$ cat src/rtl/dma_evt_pkg.sv
package dma_evt_pkg;
    localparam int EVT_N       = 10;
    localparam int BIT_TX_DONE = 0;
    localparam int BIT_TX_STOP = 1;
    localparam int BIT_TX_BUFNA = 2;
    localparam int BIT_TX_JAB  = 3;
    localparam int BIT_RX_OVF  = 4;
    localparam int BIT_TX_UNF  = 5;
    localparam int BIT_RX_DONE = 6;
    localparam int BIT_RX_BUFNA = 7;
    localparam int BIT_RX_STOP = 8;
    localparam int BIT_RX_WDT  = 9;

    typedef enum logic {
        RBU_ARMED   = 1'b0,
        RBU_BLOCKED = 1'b1
    } rbu_state_e;

    typedef enum logic {
        SUS_RUN  = 1'b0,
        SUS_HELD = 1'b1
    } sus_state_e;
endpackage

$ cat src/rtl/dma_evt_bitcell.sv
module dma_evt_bitcell (
    input  logic clk,
    input  logic rst_n,
    input  logic set_i,
    input  logic clr_i,
    output logic q_o
);
    always_ff @(posedge clk) begin
        if (!rst_n) begin
            q_o <= 1'b0;
        end else begin
            q_o <= set_i | (q_o & ~clr_i);
        end
    end
endmodule

$ cat src/rtl/dma_evt_rbu_fsm.sv
module dma_evt_rbu_fsm
    import dma_evt_pkg::*;
(
    input  logic clk,
    input  logic rst_n,
    input  logic fetch_p,
    input  logic dma_own,
    output logic rbu_evt
);
    rbu_state_e state_q, state_d;

    always_comb begin
        state_d = state_q;
        if (fetch_p) begin
            unique case (state_q)
                RBU_ARMED:   state_d = dma_own ? RBU_ARMED : RBU_BLOCKED;
                RBU_BLOCKED: state_d = dma_own ? RBU_ARMED : RBU_BLOCKED;
                default:     state_d = RBU_ARMED;
            endcase
        end
    end

    always_ff @(posedge clk) begin
        if (!rst_n) begin
            state_q <= RBU_ARMED;
        end else begin
            state_q <= state_d;
        end
    end

    always_comb begin
        rbu_evt = 1'b0;
        unique case (state_q)
            RBU_ARMED:   rbu_evt = fetch_p & ~dma_own;
            RBU_BLOCKED: rbu_evt = 1'b0;
            default:     rbu_evt = 1'b0;
        endcase
    end
endmodule

$ cat src/rtl/dma_evt_susp_fsm.sv
module dma_evt_susp_fsm
    import dma_evt_pkg::*;
(
    input  logic clk,
    input  logic rst_n,
    input  logic unf_p,
    input  logic unf_clr,
    output logic suspend_req
);
    sus_state_e state_q, state_d;

    always_comb begin
        state_d = state_q;
        unique case (state_q)
            SUS_RUN:  if (unf_p) state_d = SUS_HELD;
            SUS_HELD: if (unf_clr && !unf_p) state_d = SUS_RUN;
            default:  state_d = SUS_RUN;
        endcase
    end

    always_ff @(posedge clk) begin
        if (!rst_n) begin
            state_q <= SUS_RUN;
        end else begin
            state_q <= state_d;
        end
    end

    always_comb begin
        unique case (state_q)
            SUS_RUN:  suspend_req = 1'b0;
            SUS_HELD: suspend_req = 1'b1;
            default:  suspend_req = 1'b0;
        endcase
    end
endmodule

$ cat src/rtl/dma_evt_status.sv
module dma_evt_status
    import dma_evt_pkg::*;
#(
    parameter int DATA_W    = 32,
    parameter int STATE_W   = 3,
    parameter int STATE_LSB = 20
) (
    input  logic               clk,
    input  logic               rst_n,
    input  logic               tx_done_p,
    input  logic               tx_stop_p,
    input  logic               tx_bufna_p,
    input  logic               tx_jabber_p,
    input  logic               rx_ovf_p,
    input  logic               tx_unf_p,
    input  logic               rx_done_p,
    input  logic               rx_fetch_p,
    input  logic               rx_fetch_dma_own,
    input  logic               rx_stop_p,
    input  logic               rx_wdt_p,
    input  logic [STATE_W-1:0] tx_state,
    input  logic               reg_wr,
    input  logic [DATA_W-1:0]  reg_wdata,
    output logic [DATA_W-1:0]  reg_rdata,
    output logic               irq,
    output logic               tx_suspend_req
);
    localparam int EV = EVT_N;

    logic [EV-1:0] evt_set;
    logic [EV-1:0] clr_vec;
    logic [EV-1:0] status;
    logic          rbu_evt;
    logic          unused_wbits;

    assign unused_wbits = ^reg_wdata[DATA_W-1:EV];

    dma_evt_rbu_fsm u_rbu (
        .clk     (clk),
        .rst_n   (rst_n),
        .fetch_p (rx_fetch_p),
        .dma_own (rx_fetch_dma_own),
        .rbu_evt (rbu_evt)
    );

    always_comb begin
        evt_set               = '0;
        evt_set[BIT_TX_DONE]  = tx_done_p;
        evt_set[BIT_TX_STOP]  = tx_stop_p;
        evt_set[BIT_TX_BUFNA] = tx_bufna_p;
        evt_set[BIT_TX_JAB]   = tx_jabber_p;
        evt_set[BIT_RX_OVF]   = rx_ovf_p;
        evt_set[BIT_TX_UNF]   = tx_unf_p;
        evt_set[BIT_RX_DONE]  = rx_done_p;
        evt_set[BIT_RX_BUFNA] = rbu_evt;
        evt_set[BIT_RX_STOP]  = rx_stop_p;
        evt_set[BIT_RX_WDT]   = rx_wdt_p;
    end

    assign clr_vec = reg_wr ? reg_wdata[EV-1:0] : '0;

    for (genvar i = 0; i < EV; i++) begin : g_cell
        dma_evt_bitcell u_cell (
            .clk   (clk),
            .rst_n (rst_n),
            .set_i (evt_set[i]),
            .clr_i (clr_vec[i]),
            .q_o   (status[i])
        );
    end

    dma_evt_susp_fsm u_susp (
        .clk         (clk),
        .rst_n       (rst_n),
        .unf_p       (tx_unf_p),
        .unf_clr     (clr_vec[BIT_TX_UNF]),
        .suspend_req (tx_suspend_req)
    );

    always_comb begin
        reg_rdata                        = '0;
        reg_rdata[EV-1:0]                = status;
        reg_rdata[STATE_LSB +: STATE_W]  = tx_state;
    end

    assign irq = |status;
endmodule

$ cat config.mk
export PLATFORM = sky130hd
export DESIGN_NAME = dma_evt_status
export DESIGN_NICKNAME = d
export VERILOG_FILES = /design/src/rtl/dma_evt_pkg.sv /design/src/rtl/dma_evt_bitcell.sv /design/src/rtl/dma_evt_rbu_fsm.sv /design/src/rtl/dma_evt_susp_fsm.sv /design/src/rtl/dma_evt_status.sv
export SDC_FILE = /design/constraint.sdc
export NUM_CORES = 1
export LEC_CHECK = 0
export ABC_AREA = 1
export BUFFER_PORTS_ARGS = -buffer_cell sky130_fd_sc_hd__buf_2
export CAP_MARGIN = 20
export CORE_ASPECT_RATIO = 0.75
export CORE_MARGIN = 3
export CORE_UTILIZATION = 35
export CTS_CLUSTER_SIZE = 10
export DETAILED_ROUTE_END_ITERATION = 8
export PLACE_DENSITY_LB_ADDON = 0.08
export SLEW_MARGIN = 10
export SYNTH_ARGS = -nofsm -noshare
export SYNTH_HDL_FRONTEND = slang
export SYNTH_SLANG_ARGS = --single-unit
$ cat constraint.sdc
create_clock -name clk -period 1.3 [get_ports clk]
set_input_delay 0.195 -clock clk [delete_from_list [all_inputs] [get_ports clk]]
set_output_delay 0.195 -clock clk [all_outputs]
set_load 0.02 [all_outputs]
==> impl_metrics.sql <==
INSERT INTO impl_metrics (metric_group, metric, value, unit) VALUES
('place', 'port_buffers', '35', ''),
('synthesis', 'postSynthRegisterBits', '12', ''),
('sta', 'max_freq', '0.751', 'GHz'),
('sta', 'final_period_minus_worst_setup_slack', '1.33', 'ns'),
('critical_path', 'worst_path_max_delay_cell', 'dfxtp_2', ''),
('synthesis', 'synth.avg_cell_area', '7.42', 'sq um'),
('global_routing', 'grt_pass1_wl', '1840', 'microns'),
('die', 'core_rows', '13', ''),
('clocking', 'cts_tree', 'yes', ''),
('critical_path', 'critPathCaptureType', 'output port', ''),
('routing', 'avgViaCountPerCell', '3.94', ''),
('power', 'seq_power_share', '45.4', '%'),
('clocking', 'clkLatencyLatePin', '0.27', 'ns'),
('layout', 'final-instance-count-excl-fill', '143', ''),
('critical_path', 'setup.reg_to_reg.worst_slack', '0.62', 'ns'),
('sta', 'hold_viol_final', '0', ''),
('critical_path', 'critical_path.cell_chain', 'or2_0 -> nor2_1 -> nand2_1 -> buf_6', ''),
('place', 'hpwlAfterDp', '1030', 'microns'),
('die', 'initial_util', '39.1', '%'),
('global_routing', 'largest_net_degree_at_the_start_of_global_routing', '13', ''),
('routing', 'vias', '564', ''),
('layout', 'finish.net_count', '171', ''),
('die', 'die_w', '58.4', 'microns'),
('routing', 'route.antenna.remaining_nets', '0', ''),
('critical_path', 'r2r_start', 'g_cell[5].u_cell.q_o', ''),
('routing', 'wire_per_inst', '9.08', 'microns'),
('power', 'intPower', '0.633', 'mW'),
('power', 'power.switching_fraction', '30.0', '%'),
('sta', 'rsz0062_at_grt', 'yes', ''),
('power', 'power.switching', '0.271', 'mW'),
('critical_path', 'worst-endpoint-arrival', '1.14', 'ns'),
('routing', 'dr.first_iter.drc_count', '6', ''),
('global_routing', 'grt_use_total', '9.72', '%'),
('die', 'die_h', '45.3', 'microns'),
('power', 'worst_ir_drop_on_vdd', '0.000683', 'V'),
('critical_path', 'cp-start-kind', 'flop', ''),
('sta', 'period_share', '102', '%'),
('layout', 'layout-area-overhead-vs-synth', '9.22', '%'),
('critical_path', 'worstPathMaxFanout', '2', ''),
('synthesis', 'synthCells', '97', ''),
('global_routing', 'grt_pass1_vias', '451', ''),
('synthesis', 'yosys_warnings', '0', ''),
('critical_path', 'timing.critical_path.from', 'g_cell[5].u_cell.q_o', ''),
('sta', 'skew', '0.000232', 'ns'),
('clocking', 'cts.htree.levels', '1', ''),
('run', 'max-cap-violations', '0', ''),
('sta', 'setup_viol_count_final', '1', ''),
('place', 'detailedPlace.worstSlack', '0.246', 'ns'),
('hold_path', 'timing.hold.worst.class', 'input port to flop', ''),
('place', 'place_inst', '138', ''),
('global_routing', 'congestion_overflow_gr', '0', ''),
('routing', 'drc', '0', ''),
('power', 'power.share.clock', '32.1', '%'),
('critical_path', 'timing.setup.critical_path_class', 'flop to output port', ''),
('hold_path', 'hold_path.startpoint', 'rx_wdt_p', ''),
('die', 'placeableCoreArea', '1840', 'sq um'),
('power', 'combPwrFrac', '22.5', '%'),
('global_routing', 'grt_antenna_before_repair', '0', ''),
('sta', 'worst_slack', '-0.0312', 'ns'),
('critical_path', 'max_stage_delay', '0.32', 'ns'),
('clocking', 'path_clk_slew', '0.07', 'ns'),
('die', 'io_pins', '83', ''),
('synthesis', 'mappedNetlistArea', '719', 'sq um'),
('sta', 'final.hold.worst_slack', '0.127', 'ns'),
('synthesis', 'synth_cell_types', '14', ''),
('sta', 'timing_max_transition_violations_final', '0', ''),
('die', 'fp.dieArea', '2640', 'sq um'),
('layout', 'n_diodes', '0', ''),
('run_status', 'run_status', 'finished, violations left', ''),
('run_status', 'violations_in_the_final_reports', 'negative setup slack', ''),
('clocking', 'numCtsBuffers', '3', ''),
('clocking', 'cts.path.max_buffers', '2', ''),
('place', 'gp_routability_congestion', '0.693', ''),
('power', 'fin_total_pwr', '0.904', 'mW'),
('synthesis', 'synth.yosys.seq_area_share', '33.4', '%'),
('routing', 'drt_wl_total', '1300', 'microns'),
('power', 'static-leakage-power', '0.445', 'nW'),
('clocking', 'numClockSinks', '12', ''),
('critical_path', 'cp_data_required_time', '1.11', 'ns'),
('routing', 'drtPass1Iterations', '4', ''),
('layout', 'drive_above_1_share', '36.4', '%'),
('power', 'pwr_density_cell', '1150', 'nW/um^2'),
('clocking', 'clk_root_buffer_cell', 'clkbuf_4', '');
==> repair_timing <==
| item | CTS | global route |
|---|---|---|
| buffers inserted | 1 | 0 |
| hold buffers | 0 | 0 |
| pin swaps | 3 | 0 |
| endpoints found under the setup margin | 1 | 1 |
| resized for setup | 4 | 0 |
==> power groups by stage <==
stage          clock (mW)  sequential [mW]  combinational, mW
2_1_floorplan           0            0.418              0.220
3_3_place_gp            0            0.418              0.198
3_5_place_dp            0            0.419              0.199
4_1_cts             0.302            0.410              0.204
5_1_grt             0.321            0.414              0.225
6_report            0.291            0.410              0.203
==> metrics by stage <==
| stage | setup TNS (ns) | instance area, sq um | util, % |
|---|---|---|---|
| finish | -0.0312 | 786 | 42.8 |
| global route | -0.0949 | 786 | 42.8 |
| CTS | -0.0408 | 786 | 42.8 |
| detailed placement | 0 | 733 | 39.9 |
| global placement | 0 | 733 | 39.9 |
| floorplan | 0 | 787 | - |
==> flip-flops by register name, indices dropped and copies added, names as in the netlist <==
register           flops
g_cell.u_cell.q_o     10
u_rbu.state_q          1
u_susp.state_q         1
==> worst max-delay path, delay by kind of cell (launching register included) <==
family,cells,cell delay (ns)
buffers and inverters,1,0.13
and+or+nand+nor,3,0.42
DFF,1,0.32
==> worst paths after layout <==
kind                                to  cells past startpoint
hold / removal    g_cell[9].u_cell.q_o                      3
setup reg to reg  g_cell[5].u_cell.q_o                      3
setup / recovery                   irq                      4
hold reg to reg          u_rbu.state_q                      2
==> placed cells by master (no fill, tap or decap) <==
| master | count |
|---|---|
| nand2_4 | 1 |
| nand3_1 | 1 |
| or2_0 | 1 |
| buf_6 | 1 |
| dfxtp_2 | 2 |
| nor2_1 | 13 |
| clkbuf_8 | 1 |
| nand2_2 | 1 |
| and2_0 | 1 |
| a21oi_1 | 12 |
| buf_4 | 1 |
| nand2_1 | 15 |
| inv_1 | 5 |
| conb_1 | 19 |
| dfxtp_1 | 10 |
| buf_2 | 34 |
| clkbuf_4 | 3 |
==> cell families after synthesis <==
group,synth area share (%)
buffers and inverters,38.3
DFF,33.4
other,0.521
AOI/OAI and AO/OA,8.35
and+or+nand+nor,19.5
==> cell usage after synthesis (all sizes together) <==
library cell / count / area [sq um]
buf: 34 / 256
nand2: 17 / 73.8
nor2: 13 / 48.8
a21oi: 12 / 60.1
dfxtp: 12 / 240
inv: 5 / 18.8
and2: 1 / 6.26
conb: 1 / 3.75
nand3: 1 / 5.00
or2: 1 / 6.26
==> area by class of cell <==
type / count / area (sq um)
Fill cell: 195 / 1050
Clock buffer: 4 / 36.3
Timing Repair Buffer: 36 / 189
Inverter: 5 / 18.8
Sequential cell: 12 / 243
Tap cell: 22 / 27.5
Multi-Input combinational cell: 64 / 272
==> metal layers <==
metal	vias to the layer above	GRT usage (%)	wire length, microns
met2	34	15.8	598
met4	0	2.78	8
met3	2	6.57	176
met5	-	0	0
li1	295	-	-
met1	233	10.3	517
Power figures use the tool's default switching activity.
